===== src/rtl/strap_pkg.sv =====
package strap_pkg;

  localparam int NUM_EV = 6;
  localparam int SEL_W  = 3;

  typedef enum logic [SEL_W-1:0] {
    EV_LINK   = 3'd0,
    EV_ACT    = 3'd1,
    EV_TX     = 3'd2,
    EV_RX     = 3'd3,
    EV_SPEED  = 3'd4,
    EV_DUPLEX = 3'd5,
    EV_OFF_A  = 3'd6,
    EV_OFF_B  = 3'd7
  } ev_sel_e;

  // short events that need a minimum visible width
  function automatic bit is_stretched(int idx);
    return (idx == int'(EV_ACT)) || (idx == int'(EV_TX)) || (idx == int'(EV_RX));
  endfunction

endpackage


===== src/rtl/strap_rst_sync.sv =====
module strap_rst_sync (
  input  logic clk,
  input  logic arst_n,
  output logic rst_sync_n
);
  logic stage1;
  logic stage2;

  always_ff @(posedge clk or negedge arst_n) begin
    if (!arst_n) begin
      stage1 <= 1'b0;
      stage2 <= 1'b0;
    end else begin
      stage1 <= 1'b1;
      stage2 <= stage1;
    end
  end

  assign rst_sync_n = stage2;
endmodule


===== src/rtl/strap_capture.sv =====
module strap_capture #(
  parameter int W = 5
) (
  input  logic         clk,
  input  logic         arst_n,
  input  logic         rst_sync_n,
  input  logic [W-1:0] pad_lvl,
  output logic [W-1:0] cap_word,
  output logic         cap_done
);
  // synchronizer runs through reset so its output is settled at release
  logic [W-1:0] meta_q;
  logic [W-1:0] sync_q;

  always_ff @(posedge clk) begin
    meta_q <= pad_lvl;
    sync_q <= meta_q;
  end

  always_ff @(posedge clk or negedge arst_n) begin
    if (!arst_n) begin
      cap_word <= '0;
      cap_done <= 1'b0;
    end else if (rst_sync_n && !cap_done) begin
      cap_word <= sync_q;
      cap_done <= 1'b1;
    end
  end
endmodule


===== src/rtl/strap_event_cond.sv =====
module strap_event_cond
  import strap_pkg::*;
#(
  parameter int STRETCH_W = 4
) (
  input  logic              clk,
  input  logic              rst_n,
  input  logic              sw_rst,
  input  logic [NUM_EV-1:0] ev_raw,
  output logic [NUM_EV-1:0] ev_q
);
  localparam logic [STRETCH_W-1:0] HOLD_LAST = '1;

  for (genvar g = 0; g < NUM_EV; g++) begin : g_ev
    logic lvl;
    if (is_stretched(g)) begin : g_str
      logic [STRETCH_W-1:0] cnt;
      always_ff @(posedge clk or negedge rst_n) begin
        if (!rst_n) begin
          cnt <= '0;
          lvl <= 1'b0;
        end else if (sw_rst) begin
          cnt <= '0;
          lvl <= 1'b0;
        end else if (ev_raw[g]) begin
          cnt <= HOLD_LAST;
          lvl <= 1'b1;
        end else if (cnt != '0) begin
          cnt <= cnt - 1'b1;
          lvl <= 1'b1;
        end else begin
          lvl <= 1'b0;
        end
      end
    end else begin : g_lvl
      always_ff @(posedge clk or negedge rst_n) begin
        if (!rst_n) begin
          lvl <= 1'b0;
        end else if (sw_rst) begin
          lvl <= 1'b0;
        end else begin
          lvl <= ev_raw[g];
        end
      end
    end
    assign ev_q[g] = lvl;
  end
endmodule


===== src/rtl/strap_led_drive.sv =====
module strap_led_drive
  import strap_pkg::*;
(
  input  logic              cap_lvl,
  input  logic              cap_done,
  input  logic              sw_rst,
  input  logic [SEL_W-1:0]  sel,
  input  logic [NUM_EV-1:0] ev_q,
  output logic              pad_out,
  output logic              pad_oe
);
  logic active;

  always_comb begin
    case (ev_sel_e'(sel))
      EV_LINK:   active = ev_q[int'(EV_LINK)];
      EV_ACT:    active = ev_q[int'(EV_ACT)];
      EV_TX:     active = ev_q[int'(EV_TX)];
      EV_RX:     active = ev_q[int'(EV_RX)];
      EV_SPEED:  active = ev_q[int'(EV_SPEED)];
      EV_DUPLEX: active = ev_q[int'(EV_DUPLEX)];
      default:   active = 1'b0;
    endcase
  end

  // the lit level is the opposite of the bias latched at reset release
  assign pad_out = cap_done ? (cap_lvl ^ (active & ~sw_rst)) : 1'b0;
  assign pad_oe  = cap_done;
endmodule


===== src/rtl/strap_led_ctrl.sv =====
module strap_led_ctrl
  import strap_pkg::*;
#(
  parameter int NPINS     = 5,
  parameter int STRETCH_W = 4
) (
  input  logic                   clk,
  input  logic                   hw_rst_n,
  input  logic                   sw_rst,
  input  logic [NPINS-1:0]       pin_in,
  output logic [NPINS-1:0]       pin_out,
  output logic [NPINS-1:0]       pin_oe,
  input  logic                   ev_link,
  input  logic                   ev_act,
  input  logic                   ev_tx,
  input  logic                   ev_rx,
  input  logic                   ev_speed,
  input  logic                   ev_duplex,
  input  logic [SEL_W*NPINS-1:0] led_sel,
  output logic [NPINS-1:0]       phy_addr,
  output logic                   strap_valid,
  output logic                   rmii_tristate
);
  logic              rst_sync_n;
  logic [NUM_EV-1:0] ev_raw;
  logic [NUM_EV-1:0] ev_q;

  always_comb begin
    ev_raw = '0;
    ev_raw[int'(EV_LINK)]   = ev_link;
    ev_raw[int'(EV_ACT)]    = ev_act;
    ev_raw[int'(EV_TX)]     = ev_tx;
    ev_raw[int'(EV_RX)]     = ev_rx;
    ev_raw[int'(EV_SPEED)]  = ev_speed;
    ev_raw[int'(EV_DUPLEX)] = ev_duplex;
  end

  strap_rst_sync u_rst_sync (
    .clk        (clk),
    .arst_n     (hw_rst_n),
    .rst_sync_n (rst_sync_n)
  );

  strap_capture #(.W(NPINS)) u_capture (
    .clk        (clk),
    .arst_n     (hw_rst_n),
    .rst_sync_n (rst_sync_n),
    .pad_lvl    (pin_in),
    .cap_word   (phy_addr),
    .cap_done   (strap_valid)
  );

  strap_event_cond #(.STRETCH_W(STRETCH_W)) u_events (
    .clk    (clk),
    .rst_n  (rst_sync_n),
    .sw_rst (sw_rst),
    .ev_raw (ev_raw),
    .ev_q   (ev_q)
  );

  for (genvar p = 0; p < NPINS; p++) begin : g_pin
    strap_led_drive u_drive (
      .cap_lvl  (phy_addr[p]),
      .cap_done (strap_valid),
      .sw_rst   (sw_rst),
      .sel      (led_sel[SEL_W*p +: SEL_W]),
      .ev_q     (ev_q),
      .pad_out  (pin_out[p]),
      .pad_oe   (pin_oe[p])
    );
  end

  assign rmii_tristate = strap_valid && (phy_addr == '0);
endmodule


===== config.mk =====
export PLATFORM = sky130hd
export DESIGN_NAME = strap_led_ctrl
export DESIGN_NICKNAME = d
export VERILOG_FILES = /design/src/rtl/strap_pkg.sv /design/src/rtl/strap_rst_sync.sv /design/src/rtl/strap_capture.sv /design/src/rtl/strap_event_cond.sv /design/src/rtl/strap_led_drive.sv /design/src/rtl/strap_led_ctrl.sv
export SDC_FILE = /design/constraint.sdc
export NUM_CORES = 1
export LEC_CHECK = 0
export ABC_CLOCK_PERIOD_IN_PS = 3500
export BUFFER_PORTS_ARGS = -buffer_cell sky130_fd_sc_hd__buf_2
export CORE_MARGIN = 2
export CORE_UTILIZATION = 59
export CTS_BUF_LIST = sky130_fd_sc_hd__clkbuf_8
export CTS_CLUSTER_SIZE = 30
export DETAILED_ROUTE_END_ITERATION = 10
export GPL_TIMING_DRIVEN = 1
export PLACE_DENSITY = 0.95
export SYNTH_ARGS = -nofsm -noshare
export SYNTH_HDL_FRONTEND = slang
export SYNTH_SLANG_ARGS = --single-unit

===== constraint.sdc =====
create_clock -name clk -period 3.5 [get_ports clk]
set_input_delay 0.175 -clock clk [delete_from_list [all_inputs] [get_ports clk]]
set_output_delay 0.175 -clock clk [all_outputs]
set_load 0.1 [all_outputs]

== Word level (Yosys, flattened, before mapping) ==
Index checks and enable logic that the tools add are counted.
Storage, ports and cells
  logic and storage cells: 100
  bits in registers: 36
  input bits: 29
  output and inout port bits: 17
Operators by class
  $add $sub $neg: 3
  bitwise gates (word level): 11
  mux-type cells: 31
  reductions and logical operators: 15
  eq/ne operators: 25
Operator list (number)
  4-bit 2-to-1 mux: 9
  3-bit by 2-bit == test with 1-bit output, second input constant: 10
  3-bit == test, second input constant: 10
  1-bit case mux with 6 select lines: 5
  1-bit 2-to-1 mux: 17
  3-bit by 1-bit == test with 1-bit output, second input constant: 5
  3-bit logical NOT: 5
  4-bit nonzero test: 3
  4-bit by 1-bit subtractor with 4-bit output, second input constant: 3
  3-bit nonzero test: 3
  1-bit AND: 5
  5-bit logical NOT: 1
  1-bit XOR: 5
  1-bit logical AND: 2
  1-bit logical NOT: 1
  1-bit inverter: 1

== Depth between registers and ports, before layout ==
  depth in word-level cells: 5
  mapped depth: 6
  mapped depth without buffers: 6

== Cells and area by module ==
A second synthesis with hierarchy kept.
Unflattened totals
  cells, all modules: 155
  area, all modules: 1809.2 um^2
Modules (own cells, without submodules)
  strap_event_cond: area each 895.9 um^2, times used 1, sequential area each 450.4 um^2, cells each 77
  strap_capture: area each 426.7 um^2, times used 1, sequential area each 350.3 um^2, cells each 23
  strap_led_drive: area each 82.6 um^2, times used 5, sequential area each 0.0 um^2, cells each 10
  strap_rst_sync: area each 53.8 um^2, times used 1, sequential area each 50.0 um^2, cells each 3
  strap_led_ctrl: area each 20.0 um^2, times used 1, sequential area each 0.0 um^2, cells each 2

== Worst setup path before layout ==
No wires, ideal clock.
  path kind: flip-flop to output port
  from: register u_capture.cap_done
  to: output port rmii_tristate
  stages on the path, launching flop included: 3
  path slack: 816 ps
  data required time: 3325 ps
  buffers on the path: 0
  data arrival time: 2509 ps
  cell sequence: dfrtp_1 nand2b_1 nor2_1
On the way
  longest elaborated chain between the ends: 1
Ends and longest elaborated chain
  start: declaration: line strap_capture.sv:9  | output logic cap_done
  start signal: assignment: line strap_capture.sv:23  | cap_done <= 1'b0;
  start signal: assignment: line strap_capture.sv:26  | cap_done <= 1'b1;
  1-bit logical AND: line strap_led_ctrl.sv:73  | assign rmii_tristate = strap_valid && (phy_addr == '0);
  end: declaration: line strap_led_ctrl.sv:22  | output logic rmii_tristate
No other way between the ends.

== Worst setup path after layout ==
  from: register u_events.g_ev[0].lvl
  to: output port pin_out[2]
On the way
  longest elaborated chain between the ends: 4
Ends and longest elaborated chain
  start: declaration: line strap_event_cond.sv:15  | logic lvl;
  start signal: assignment: line strap_event_cond.sv:42  | lvl <= ev_raw[g];
  1-bit case mux with 6 select lines: line strap_led_drive.sv:15  | case (ev_sel_e'(sel))
  1-bit AND: line strap_led_drive.sv:27  | assign pad_out = cap_done ? (cap_lvl ^ (active & ~sw_rst)) : 1'b0;
  1-bit XOR: line strap_led_drive.sv:27
  1-bit 2-to-1 mux: line strap_led_drive.sv:27
  end: declaration: line strap_led_ctrl.sv:11  | output logic [NPINS-1:0] pin_out,
No other way between the ends.

==> results.toml <==
[sta]
worst_pin_slew_ns = 0.741
finClkSkew_ns = 0.00373
rsz0062_at_grt = "no"
maxSlewViolCount = 0
setup_viol_count_final = 0
fin_setup_tns_ns = 0
relSlewSlack_pct = 50.6
hold_violations = 0
period_share_pct = 60.6
min_period_ns = 2.12
clock.fmax_mhz = 472
setup_ws_ns = 1.38

[global_routing]
first_global_vias = 1332
track_usage_pct = 21.4
grt_pass1_wl_mm = 5.56
grt_overflow = 0
antenna_found_initial = 0
grt_start_max_net_pins = 28

[clock_tree]
cts_root_buffer = "clkbuf_8"
numClockSinks = 36
clk_latency_ns = 0.28
clk_pin_slew_ns = 0.07
cts.path.max_buffers = 2
cts_resized = 0
h-tree-depth = 2
cts_made_buffers = 5
cts_tree = "yes"

[synthesis]
synthArstFlopShare_pct = 72.2
syn_nets = 199
yosysSeqAreaShare_pct = 46.8
synth_cell_types = 26
synth_top_cell_area_share_pct = 35.8
synth_area_leader_cell = "dfrtp_1"
syn_avg_cell_area_um2 = 11.1
synth_seq_cells = 36
yosys_warnings = 0
syn_area_um2 = 1820
synth-edff-count = 0
ys_top_cells_by_area = "dfrtp_1 36%, dfxtp_1 11%, mux2i_1 9.4%"
syn_inst = 164
dominantRegCellSynth = "dfrtp_1"

[floorplanning]
initial_utilization_pct = 61.0
die-width_um = 59.5
core_area_um2 = 2980
rows = 20
die-height_um = 59.5
ioPinCount = 46
dieArea_um2 = 3540

[final_layout]
fillers = 215
area_delta_synth_final_pct = 16.4
final_core_util_pct = 71.0
final_nets = 239
layout_common_cells = "45 x buf_2, 26 x dfrtp_1, 17 x mux2i_1"
drive_above_1_share_pct = 28.3
final_common_cell = "buf_2"
diodes = 0

[routing]
viasPerCell = 5.63
wirelength_mm = 3.38
drc = 0
drt_iter0_drc = 95
drt_pass1_iterations = 4
wire_per_inst_um = 14.2
dr_total_vias = 1341
drtAntennaViolNets = 0

[worst_setup_path]
endpoint_kind = "output pin"
crit_required_ns = 3.32
arrival_ns = 1.95
start_kind = "flop"
path_class = "reg -> out"
crit_fanout = 5

[placed_design]
pre_cts_slack_ns = 1.64
gp_congestion = 0.852
dp.final_hpwl_mm = 2.49
port_buffers = 45

[status]
status = "complete, no violations"

[flow_run]
drv_cap = 0

[pwr]
power_density_nw_per_um2 = 536
ir_worst_vdd_uv = 437
p_leak_nw = 1.01

[min_path]
hold_path_class = "in -> reg"
layout make-up:
cell class	count	area, um^2	area share, %
flip-flops and latches	36	851	40.2
inverters	9	33.8	1.60
well taps	33	41.3	1.95
clock inverters	3	38.8	1.83
repair buffers	51	285	13.5
clock buffers	5	68.8	3.25
multi-input cells	101	796	37.6
final timing paths:
kind                                            startpoint  cells after the start                                         to  slack [ns]
hold reg to reg            u_rst_sync.rst_sync_n$_DFF_PN0_                      0  u_events.g_ev[3].g_str.cnt[0]$_DFFE_PN0P_        0.30
setup / recovery            u_events.g_ev[0].lvl$_DFF_PN0_                      5                                 pin_out[2]        1.38
min in group asynchronous                         hw_rst_n                      2          u_capture.cap_word[3]$_DFFE_PN0P_        0.27
hold / removal                                   ev_duplex                      2             u_events.g_ev[5].lvl$_DFF_PN0_        0.12
setup reg to reg           u_rst_sync.rst_sync_n$_DFF_PN0_                      2          u_capture.cap_word[4]$_DFFE_PN0P_        1.67
max in group asynchronous  u_rst_sync.rst_sync_n$_DFF_PN0_                      0  u_events.g_ev[1].g_str.cnt[3]$_DFFE_PN0P_        2.73
through the flow:
stage                     total power, mW  hold slack [ns]  cells  cell area, um^2
after global placement              0.780           0.0247    224             1950
after global routing                 1.19            0.142    238             2110
final                                1.13            0.124    238             2110
after detailed placement            0.788           0.0253    224             1950
after CTS                            1.14            0.119    238             2110
after floorplan                     0.747           -0.121    164             1820
critical path: stages, from the launching register on:
cell     delay, ns
dfrtp_1       0.45
mux2i_1       0.16
nor4_1        0.07
or4_1         0.52
and3_1        0.18
buf_2         0.29
synth_stat cells, drive strengths merged, types with 2 or more instances:
cell type / n
a211oi: 2
a21boi: 6
a21oi: 6
and3: 4
buf: 18
dfrtp: 26
dfxtp: 10
ha: 6
inv: 9
mux2: 5
mux2i: 17
nor2: 7
nor2b: 4
nor3: 4
nor3b: 3
nor4: 5
nor4b: 10
o31ai: 4
or4: 5
xnor2: 9
power breakdown:
group          leakage [nW]  switching, mW  internal [mW]
Combinational         0.548          0.206         0.0957
Clock                0.0593          0.139          0.208
Sequential            0.401         0.0348          0.451
logic make-up after synthesis:
| kind of cell | after synthesis | share of synthesized area (%) |
|---|---|---|
| buffers and inverters | 27 | 9.37 |
| xor gates and xnor gates | 9 | 4.34 |
| adders and majority gates | 6 | 4.13 |
| other | 1 | 0.206 |
| AOI/OAI and AO/OA | 18 | 6.61 |
| and+or+nand+nor | 45 | 16.0 |
| DFF | 36 | 46.8 |
| muxes | 22 | 12.5 |
repair_timing:
action	CTS	global route
endpoints found under the hold margin	13	0
hold buffers	6	0
setup buffers	0	0
state kept, by name (all words and copies together) (netlist names):
register,count
u_events.g_ev.g_str.cnt,12
u_events.g_ev.lvl,6
u_capture.cap_word,5
u_capture.meta_q,5
u_capture.sync_q,5
u_capture.cap_done,1
u_rst_sync.rst_sync_n,1
u_rst_sync.stage1,1
metal layers:
metal | vias up | GRT usage, % | part of all wire [%]
li1 | 648 | - | -
met1 | 639 | 25.7 | 44
met2 | 47 | 35.9 | 48
met3 | 7 | 5.68 | 6.2
met4 | 0 | 9.52 | 2.0
met5 | - | 0 | 0
Power figures use the tool's default switching activity.
